## src/rtl/irq_cor_pkg.sv

```systemverilog
package irq_cor_pkg;

   // Decoded pin behaviour taken from the configuration register
   typedef struct packed {
      logic inv;    // active level is 0 when set
      logic wired;  // drive only while active
   } pin_cfg_t;

   // Data value on the pin for a given activity and configuration
   function automatic logic pin_level(input logic act, input pin_cfg_t cfg);
      if (cfg.wired)
         return ~cfg.inv;
      return act ^ cfg.inv;
   endfunction

   // Output enable for a given activity and configuration
   function automatic logic pin_enable(input logic act, input pin_cfg_t cfg);
      return cfg.wired ? act : 1'b1;
   endfunction

endpackage

```

## src/rtl/irq_stat_bank.sv

```systemverilog
module irq_stat_bank #(
   parameter int REG_W = 8
) (
   input  logic             clk,
   input  logic             rst_n,
   input  logic [REG_W-1:0] evt_i,
   input  logic             rd_clr_i,
   output logic [REG_W-1:0] status_o
);

   if (REG_W < 1) begin : g_bad_width
      $error("irq_stat_bank: REG_W must be at least 1");
   end

   logic [REG_W-1:0] status_q;
   logic [REG_W-1:0] keep;

   always_comb begin
      keep = rd_clr_i ? '0 : status_q;
   end

   // new events win over a simultaneous clear
   always_ff @(posedge clk or negedge rst_n) begin
      if (!rst_n)
         status_q <= '0;
      else
         status_q <= keep | evt_i;
   end

   assign status_o = status_q;


   evt_latched_chk: assert property (@(posedge clk) disable iff (!rst_n)
      1'b1 |=> ((status_q & $past(evt_i)) == $past(evt_i)));


   sticky_chk: assert property (@(posedge clk) disable iff (!rst_n)
      !rd_clr_i |=> ((status_q & $past(status_q)) == $past(status_q)));


   read_clears_chk: assert property (@(posedge clk) disable iff (!rst_n)
      (rd_clr_i && (evt_i == '0)) |=> (status_q == '0));

endmodule

```

## src/rtl/irq_pin_drv.sv

```systemverilog
module irq_pin_drv
   import irq_cor_pkg::*;
#(
   parameter bit PIN_REG = 1'b1
) (
   input  logic     clk,
   input  logic     rst_n,
   input  logic     act_i,
   input  pin_cfg_t cfg_i,
   output logic     irq_o,
   output logic     irq_oe_o
);

   if (PIN_REG) begin : g_flop
      logic lvl_q;
      logic oe_q;

      always_ff @(posedge clk or negedge rst_n) begin
         if (!rst_n) begin
            lvl_q <= 1'b0;
            oe_q  <= 1'b1;
         end else begin
            lvl_q <= pin_level(act_i, cfg_i);
            oe_q  <= pin_enable(act_i, cfg_i);
         end
      end

      assign irq_o    = lvl_q;
      assign irq_oe_o = oe_q;


      push_pull_oe_chk: assert property (@(posedge clk) disable iff (!rst_n)
         !$past(cfg_i.wired) |-> irq_oe_o);


      wired_level_chk: assert property (@(posedge clk) disable iff (!rst_n)
         $past(cfg_i.wired) |-> (irq_o == !$past(cfg_i.inv)));


      idle_level_chk: assert property (@(posedge clk) disable iff (!rst_n)
         (!$past(act_i) && !$past(cfg_i.wired)) |-> (irq_o == $past(cfg_i.inv)));
   end else begin : g_comb
      assign irq_o    = pin_level(act_i, cfg_i);
      assign irq_oe_o = pin_enable(act_i, cfg_i);
   end

endmodule

```

## src/rtl/irq_cor_top.sv

```systemverilog
module irq_cor_top
   import irq_cor_pkg::*;
#(
   parameter int NUM_REGS  = 2,
   parameter int REG_W     = 8,
   parameter int ADDR_W    = 3,
   parameter int INV_BIT   = 4,
   parameter int WIRED_BIT = 6,
   parameter bit PIN_REG   = 1'b1
) (
   input  logic                      clk,
   input  logic                      rst_n,
   input  logic [NUM_REGS*REG_W-1:0] evt_i,
   input  logic [ADDR_W-1:0]         addr_i,
   input  logic [REG_W-1:0]          wdata_i,
   input  logic                      wr_i,
   input  logic                      rd_i,
   output logic [REG_W-1:0]          rdata_o,
   output logic                      irq_o,
   output logic                      irq_oe_o
);

   localparam int MASK_BASE = NUM_REGS;
   localparam int CFG_ADDR  = 2 * NUM_REGS;

   if (CFG_ADDR >= (1 << ADDR_W)) begin : g_bad_addr
      $error("irq_cor_top: ADDR_W too small for the register map");
   end
   if (INV_BIT >= REG_W || WIRED_BIT >= REG_W || INV_BIT == WIRED_BIT) begin : g_bad_cfg
      $error("irq_cor_top: configuration bit positions invalid");
   end

   logic [NUM_REGS-1:0][REG_W-1:0] status_w;
   logic [NUM_REGS-1:0][REG_W-1:0] mask_q;
   logic [NUM_REGS-1:0]            pend;
   pin_cfg_t                       cfg_q;
   logic [REG_W-1:0]               rd_mux;
   logic [REG_W-1:0]               rdata_q;
   logic                           cfg_wr;

   for (genvar k = 0; k < NUM_REGS; k++) begin : g_reg
      logic rd_clr;
      logic mask_wr;

      assign rd_clr  = rd_i && (addr_i == ADDR_W'(k));
      assign mask_wr = wr_i && (addr_i == ADDR_W'(MASK_BASE + k));

      irq_stat_bank #(.REG_W(REG_W)) stat_i (
         .clk      (clk),
         .rst_n    (rst_n),
         .evt_i    (evt_i[k*REG_W +: REG_W]),
         .rd_clr_i (rd_clr),
         .status_o (status_w[k])
      );

      always_ff @(posedge clk or negedge rst_n) begin
         if (!rst_n)
            mask_q[k] <= '1;
         else if (mask_wr)
            mask_q[k] <= wdata_i;
      end

      assign pend[k] = |(status_w[k] & ~mask_q[k]);
   end

   assign cfg_wr = wr_i && (addr_i == ADDR_W'(CFG_ADDR));

   always_ff @(posedge clk or negedge rst_n) begin
      if (!rst_n)
         cfg_q <= '0;
      else if (cfg_wr) begin
         cfg_q.inv   <= wdata_i[INV_BIT];
         cfg_q.wired <= wdata_i[WIRED_BIT];
      end
   end

   always_comb begin
      rd_mux = '0;
      for (int k = 0; k < NUM_REGS; k++) begin
         if (addr_i == ADDR_W'(k))
            rd_mux = status_w[k];
         if (addr_i == ADDR_W'(MASK_BASE + k))
            rd_mux = mask_q[k];
      end
      if (addr_i == ADDR_W'(CFG_ADDR)) begin
         rd_mux[INV_BIT]   = cfg_q.inv;
         rd_mux[WIRED_BIT] = cfg_q.wired;
      end
   end

   always_ff @(posedge clk or negedge rst_n) begin
      if (!rst_n)
         rdata_q <= '0;
      else if (rd_i)
         rdata_q <= rd_mux;
   end

   assign rdata_o = rdata_q;

   irq_pin_drv #(.PIN_REG(PIN_REG)) pin_i (
      .clk      (clk),
      .rst_n    (rst_n),
      .act_i    (|pend),
      .cfg_i    (cfg_q),
      .irq_o    (irq_o),
      .irq_oe_o (irq_oe_o)
   );

endmodule

```

## config.mk

```make
export PLATFORM = sky130hd
export DESIGN_NAME = irq_cor_top
export DESIGN_NICKNAME = d
export VERILOG_FILES = /design/src/rtl/irq_cor_pkg.sv /design/src/rtl/irq_stat_bank.sv /design/src/rtl/irq_pin_drv.sv /design/src/rtl/irq_cor_top.sv
export SDC_FILE = /design/constraint.sdc
export NUM_CORES = 1
export LEC_CHECK = 0
export ABC_AREA = 1
export ABC_CLOCK_PERIOD_IN_PS = 1640
export CORE_UTILIZATION = 62
export CTS_CLUSTER_DIAMETER = 80
export CTS_CLUSTER_SIZE = 28
export DETAILED_ROUTE_END_ITERATION = 10
export DONT_BUFFER_PORTS = 1
export PLACE_DENSITY_LB_ADDON = 0.2
export SLEW_MARGIN = 30
export SYNTH_ARGS = -nofsm -noshare
export SYNTH_HDL_FRONTEND = slang
export SYNTH_HIERARCHICAL = 1
export SYNTH_SLANG_ARGS = --single-unit
```

## constraint.sdc

```tcl
create_clock -name clk -period 1.64 [get_ports clk]
set_input_delay 0.082 -clock clk [delete_from_list [all_inputs] [get_ports clk]]
set_output_delay 0.082 -clock clk [all_outputs]
set_load 0.005 [all_outputs]
```

# Word level (Yosys, flattened, before mapping)
# Cells that the tools add are included.
[word_totals]
regBits = 44
[op_classes]
n_bitwise = 8
n_reduce_logical = 7
n_mux = 12
n_eq_ne = 4
[ops]
columns = ["cell", "count"]
rows = [
  ["2-to-1 mux 8 bit", 6],
  ["AND 8 bit", 2],
  ["inverter 8 bit", 2],
  ["bitwise OR 8 bit", 2],
  ["OR reduction 16 bit", 1],
  ["equality test 3 x 2 -> 1 bit (second input constant)", 2],
  ["2-to-1 mux 1 bit", 6],
  ["logical AND 1 bit", 5],
  ["equality test 3 x 1 -> 1 bit (second input constant)", 1],
  ["equality test 3 bit (second input constant)", 1],
  ["logical NOT 3 bit", 1],
  ["inverter 1 bit", 1],
  ["XOR 1 bit", 1],
]

# Logic depth before layout (Yosys ltp)
[depth]
depth_word = 6
mapped_depth = 9

# Modules after synthesis
# Netlist, hierarchy kept.
[modules_own_cells]
columns = ["mod", "instances", "seq_area_each_um2", "area_per_inst_um2", "cells_per_inst"]
rows = [
  ["irq_cor_top", 1, 670.6, 1530.2, 200],
  ["irq_stat_bank", 2, 200.2, 294.0, 33],
  ["irq_pin_drv", 1, 51.3, 85.1, 11],
]

# Worst setup path after synthesis
# No wires, ideal clock.
[synth_timing]
path_type = "reg-to-reg"
start = "register mask_q[6] (netlist bit)"
end = "register pin_i.g_flop.lvl_q (netlist: pin_i/irq_o)"
t_arrival_ps = 1092
path_stages_with_launch = 10
setup_slack_ps = 432
path_cell_list = "dfstp_2 -> inv_1 -> nand2_1 -> nand4_1 -> nor3_1 -> nand2_1 -> inv_1 -> nand2_1 -> nor2_1 -> nor2_1"
[synth_between]
elab_chain_len = 5
[synth_lines]
columns = ["item", "line", "source"]
rows = [
  ["from (decl)", "irq_cor_top.sv:34", "logic [NUM_REGS-1:0][REG_W-1:0] mask_q;"],
  ["from (signal, indexed assignment)", "irq_cor_top.sv:60", "mask_q[k] <= wdata_i;"],
  ["inverter 8 bit", "irq_cor_top.sv:63", "assign pend[k] = |(status_w[k] & ~mask_q[k]);"],
  ["AND 8 bit", "irq_cor_top.sv:63", ""],
  ["OR reduction 16 bit", "irq_cor_top.sv:103", ".act_i (|pend),"],
  ["XOR 1 bit", "irq_cor_pkg.sv:13", "return act ^ cfg.inv;"],
  ["2-to-1 mux 1 bit", "irq_cor_pkg.sv:13", ""],
  ["to (signal assigned)", "irq_pin_drv.sv:23", "lvl_q <= pin_level(act_i, cfg_i);"],
  ["to (decl)", "irq_pin_drv.sv:15", "logic lvl_q;"],
]
# No other way between the ends.
# A chain may end at the register's enable or synchronous reset.

# Final worst setup path
# Ends and elaborated chain as after synthesis.

==> summary.md <==
| Metric | Value |
|---|---|
| Outcome | finished, final reports clean |
| Synth cell types | 23 |
| Peak supply drop | between 0.6 and 0.7 mV |
| Placer Congestion | 0.834 |
| Switching power total | about 0.64 mW |
| RSZ-0062 raised after global routing | no |
| Max capacitance violation total | 0 |
| Critical-path maximum fanout | 3 |
| Core Footprint | approximately 3400 um2 |
| Clock share of power | approximately 22% |
| Clock transition at the registers of the reported paths | about 0.12 ns |
| Cell area reported after detailed placement | 2230 um2 |
| Largest cells by area after synthesis | sky130_fd_sc_hd__dfrtp_1, sky130_fd_sc_hd__dfstp_2, sky130_fd_sc_hd__nand2_1, sky130_fd_sc_hd__inv_1, sky130_fd_sc_hd__o21ai_2 |
| Post-placement cell count | about 320 |
| Delay-heaviest family, CP | simple AND/OR/NAND/NOR gates |
| CP most frequent cell | sky130_fd_sc_hd__nand2_1 |
| Most frequently used flop master after synthesis | sky130_fd_sc_hd__dfrtp_1 |
| Kind of end point of the critical path | flop |
| Floorplan die area | 3800 um2 |
| IO buf count | 0 |
| Critical path launch point type | flop |
| Number of antenna-violating nets in the routed design | 0 |
| Depth of the critical timing path with buffers and inverters included | 9 |
| Antenna violations before repair | 0 |
| Routed length on met1 | 1930 um |
| Post-route non-filler standard cell count | between 300 and 400 |
| Period utilisation layout | 85.2% |
| Cell area after layout | roughly 2600 um2 |
| Post-Route Utilization | 77.0% |
| Hold-fix buffers, CTS | 29 |
| R2r startpoint | mask_q[6]$_DFFE_PN1P_ |
| Flip-flop and latch count after synthesis | between 40 and 50 |
| Relative contribution of combinational cells to total power | about 18% |
| CTS-repair resized insts | 0 |
| Clock root buffer | sky130_fd_sc_hd__clkbuf_4 |
| Final HPWL DP | roughly 3000 um |
| P per Cell Area | between 800 and 900 nW/um2 |
| Mapped Nets | between 300 and 400 |
| Classification of the worst-slack hold path | in -> reg |
| Initial Util | about two thirds |
| Reg2Reg Setup Slack | around 0.24 ns |
| Antenna Cells | 0 |
| Number of buffers inserted by post-CTS setup repair | 0 |
| Most numerous cell in the Yosys netlist | sky130_fd_sc_hd__nand2_1 |
| H-tree depth | 2 |
| Termination of the worst setup path | pin_i/irq_o$_DFF_PN0_ |
| Multi-input combinational cell area | roughly 850 um2 |
| Wirelength per Cell | roughly 13 um |
| Clock sink count | 44 |
| Endpoint of the worst register-to-register path | pin_i/irq_o$_DFF_PN0_ |
| Count of flip-flops with a built-in enable after synthesis | 0 |
| Filler Cell Count | between 200 and 300 |
| TritonCTS clock tree | built |
| Via count | around 1.8k |
| Mapped Avg Cell Area | ~8 um2 |
| Pin count of the biggest net entering global routing | 45 |
| Worst reg-to-reg path cell count | 9 |
| Post-layout minimum cycle time | 1.40 ns |
| GRT overflow | 0 |
| Met2 Wirelength | 2240 um |
| Tot GR Track Use | 26.2% |
| Hold Crit Start | addr_i[0] |
| CP max stage cell | sky130_fd_sc_hd__dfstp_2 |
| Worst path cell trace | inv_1 > nand2_1 > nand4_1 > nor3_1 > nand2_1 > inv_1 > nand2_1 > nor2_1 > nor2_1 |
| Critical Path Start | mask_q[6]$_DFFE_PN1P_ |
| Share of the synthesized area in the top cell type | a little under a third |
| Number of violations reported at the end of detailed-routing iteration 0 | between 100 and 150 |
| Sequential group share of total power | between 60% and 70% |
| Crit Path Category | reg -> reg |
| Clk_skew | roughly 0.0066 ns |
| Placement Rows | 21 |
| Rel. slew slack | between 70 and 80% |
| Fraction of final layout cells with drive strength greater than 1 | between 15 and 20% |
| Wire length of the first global-routing pass | approximately 7100 um |
| Count of mapped cells out of synthesis | between 200 and 300 |
| Setup violations, final | 0 |
| Ys async rst share | 100% |
| Horizontal die dimension | ~62 um |
| Cell types with the highest counts after synthesis | sky130_fd_sc_hd__nand2_1, sky130_fd_sc_hd__inv_1, sky130_fd_sc_hd__dfrtp_1 |
| Lkg Pwr | 1.40 nW |
| Slew at the pin closest to its max-slew limit | between 0.4 and 0.5 ns |
| Critical path's largest stage delay | approximately 0.58 ns |
| Vert. Die Dim | between 60 and 70 um |
| Total negative slack | 0 ns |
| Ys Warns | 6 |
| Remaining routing DRC violations | 0 |
| Met3 wire len | between 200 and 250 um |
| Num CTS Buffers | 5 |
| Count of final max-slew check failures | 0 |
| Largest area contributor in the synthesized netlist | sky130_fd_sc_hd__dfrtp_1 |
| Endpoints failing hold | 0 |
| Io pins | 41 |
| Data arrival, critical path | approximately 1.7 ns |
| Worst Setup Slack, final | approximately 0.24 ns |
| Highest metal layer with signal wires | met4 |
| Switching part of the total | around 28% |
| Sequential area share after synthesis | approximately 51% |
| Max Fclk | around 700 MHz |
| Final net count | ~340 |
| Required time of the critical path | between 1.5 and 2 ns |
| Area growth from synthesis to layout | 17.5% |
| Maximum clock insertion buffer count | 2 |
| Synthesized area | ~2200 um2 |
| Pre-CTS WS | about 0.27 ns |
| Vias per std cell | slightly above 5 |
| Internal cell power | between 1.5 and 2 mW |
| Total wirelength of the detailed-routed design | ~4500 um |
| Sequential cell area in the final layout | 1120 um2 |
| Via count of the first global-routing pass | roughly 1.6k |
| Skew-Pair Late Insertion Delay | between 0.3 and 0.4 ns |
| Drt first pass iters | 4 |
| Buffers plus inverters on the worst setup path | 2 |
[kinds of logic after synthesis]
logic type / count (synthesis) / share of synthesized area (%)
flip-flops: 44 / 50.9
buffers and inverters: 56 / 10.5
AND/OR/NAND/NOR: 143 / 27.9
AO/OA/AOI/OAI: 34 / 10.7
[power by group through the flow]
stage | registers (mW) | clock network [mW] | logic [mW]
floorplan | 1.36 | 0 | 0.268
CTS | 1.36 | 0.506 | 0.395
detailed placement | 1.38 | 0 | 0.306
finish | 1.36 | 0.496 | 0.398
global placement | 1.38 | 0 | 0.299
global route | 1.38 | 0.547 | 0.453
[how the worst min path moves through the flow]
stage               slack, ns                      to  cells after the start
floorplan               -0.21    cfg_q[0]$_DFFE_PN0P_                      0
global placement        -0.21  rdata_o[6]$_DFFE_PN0P_                      0
detailed placement      -0.21  rdata_o[4]$_DFFE_PN0P_                      0
CTS                     0.001  rdata_o[5]$_DFFE_PN0P_                      4
global route             0.01  rdata_o[7]$_DFFE_PN0P_                      4
finish                  0.006  rdata_o[7]$_DFFE_PN0P_                      4
[state kept, by name, indices dropped and copies added, names as in the netlist]
| signal | count |
|---|---|
| cfg_q | 2 |
| g.stat_i/status_o | 16 |
| mask_q | 16 |
| pin_i/irq_o | 1 |
| pin_i/irq_oe_o | 1 |
| rdata_o | 8 |
[layout by cell type, fill, tap and decap left out, drive strengths merged]
cell type    Yosys  final
dlygate4sd3      0     29
nand3            9      9
o22ai            4      4
clkbuf           0      7
nor3             4      4
nor4             1      1
clkinv           0      1
dfstp           17     17
a21oi            2      2
nand2          102    102
buf              5      2
o21ai           28     28
inv             51     51
nor2            21     21
nand4            6      6
dfrtp           27     27
[per-stage QoR]
stage                     hold slack [ns]  power, mW
final                             0.00563       2.26
after CTS                         0.00136       2.26
after floorplan                    -0.214       1.62
after global placement             -0.213       1.68
after detailed placement           -0.213       1.69
after global routing              0.00997       2.38
[worst reg2reg max path, cell delays in order (launching register included)]
cell and delay (ns):
sky130_fd_sc_hd__dfstp_2 0.58, sky130_fd_sc_hd__inv_1 0.04, sky130_fd_sc_hd__nand2_1 0.06, sky130_fd_sc_hd__nand4_1 0.10
sky130_fd_sc_hd__nor3_1 0.16, sky130_fd_sc_hd__nand2_1 0.12, sky130_fd_sc_hd__inv_1 0.08, sky130_fd_sc_hd__nand2_1 0.05
sky130_fd_sc_hd__nor2_1 0.08, sky130_fd_sc_hd__nor2_1 0.04
[per-layer routing]
metal / track usage [%] / vias to the layer above
li1: - / 915
met2: 43.9 / 50
met5: 0 / -
met4: 7.62 / 0
met3: 6.09 / 9
met1: 34.2 / 849
[layout make-up]
class / instances / area share [%]
timing repair buffer: 31 / 12.3
tap: 46 / 2.22
multi-input combinational: 177 / 32.8
clock buffer: 7 / 1.74
inverter: 51 / 7.39
sequential: 44 / 43.4
clock inverter: 1 / 0.193
(Power assumes the default switching activity.)
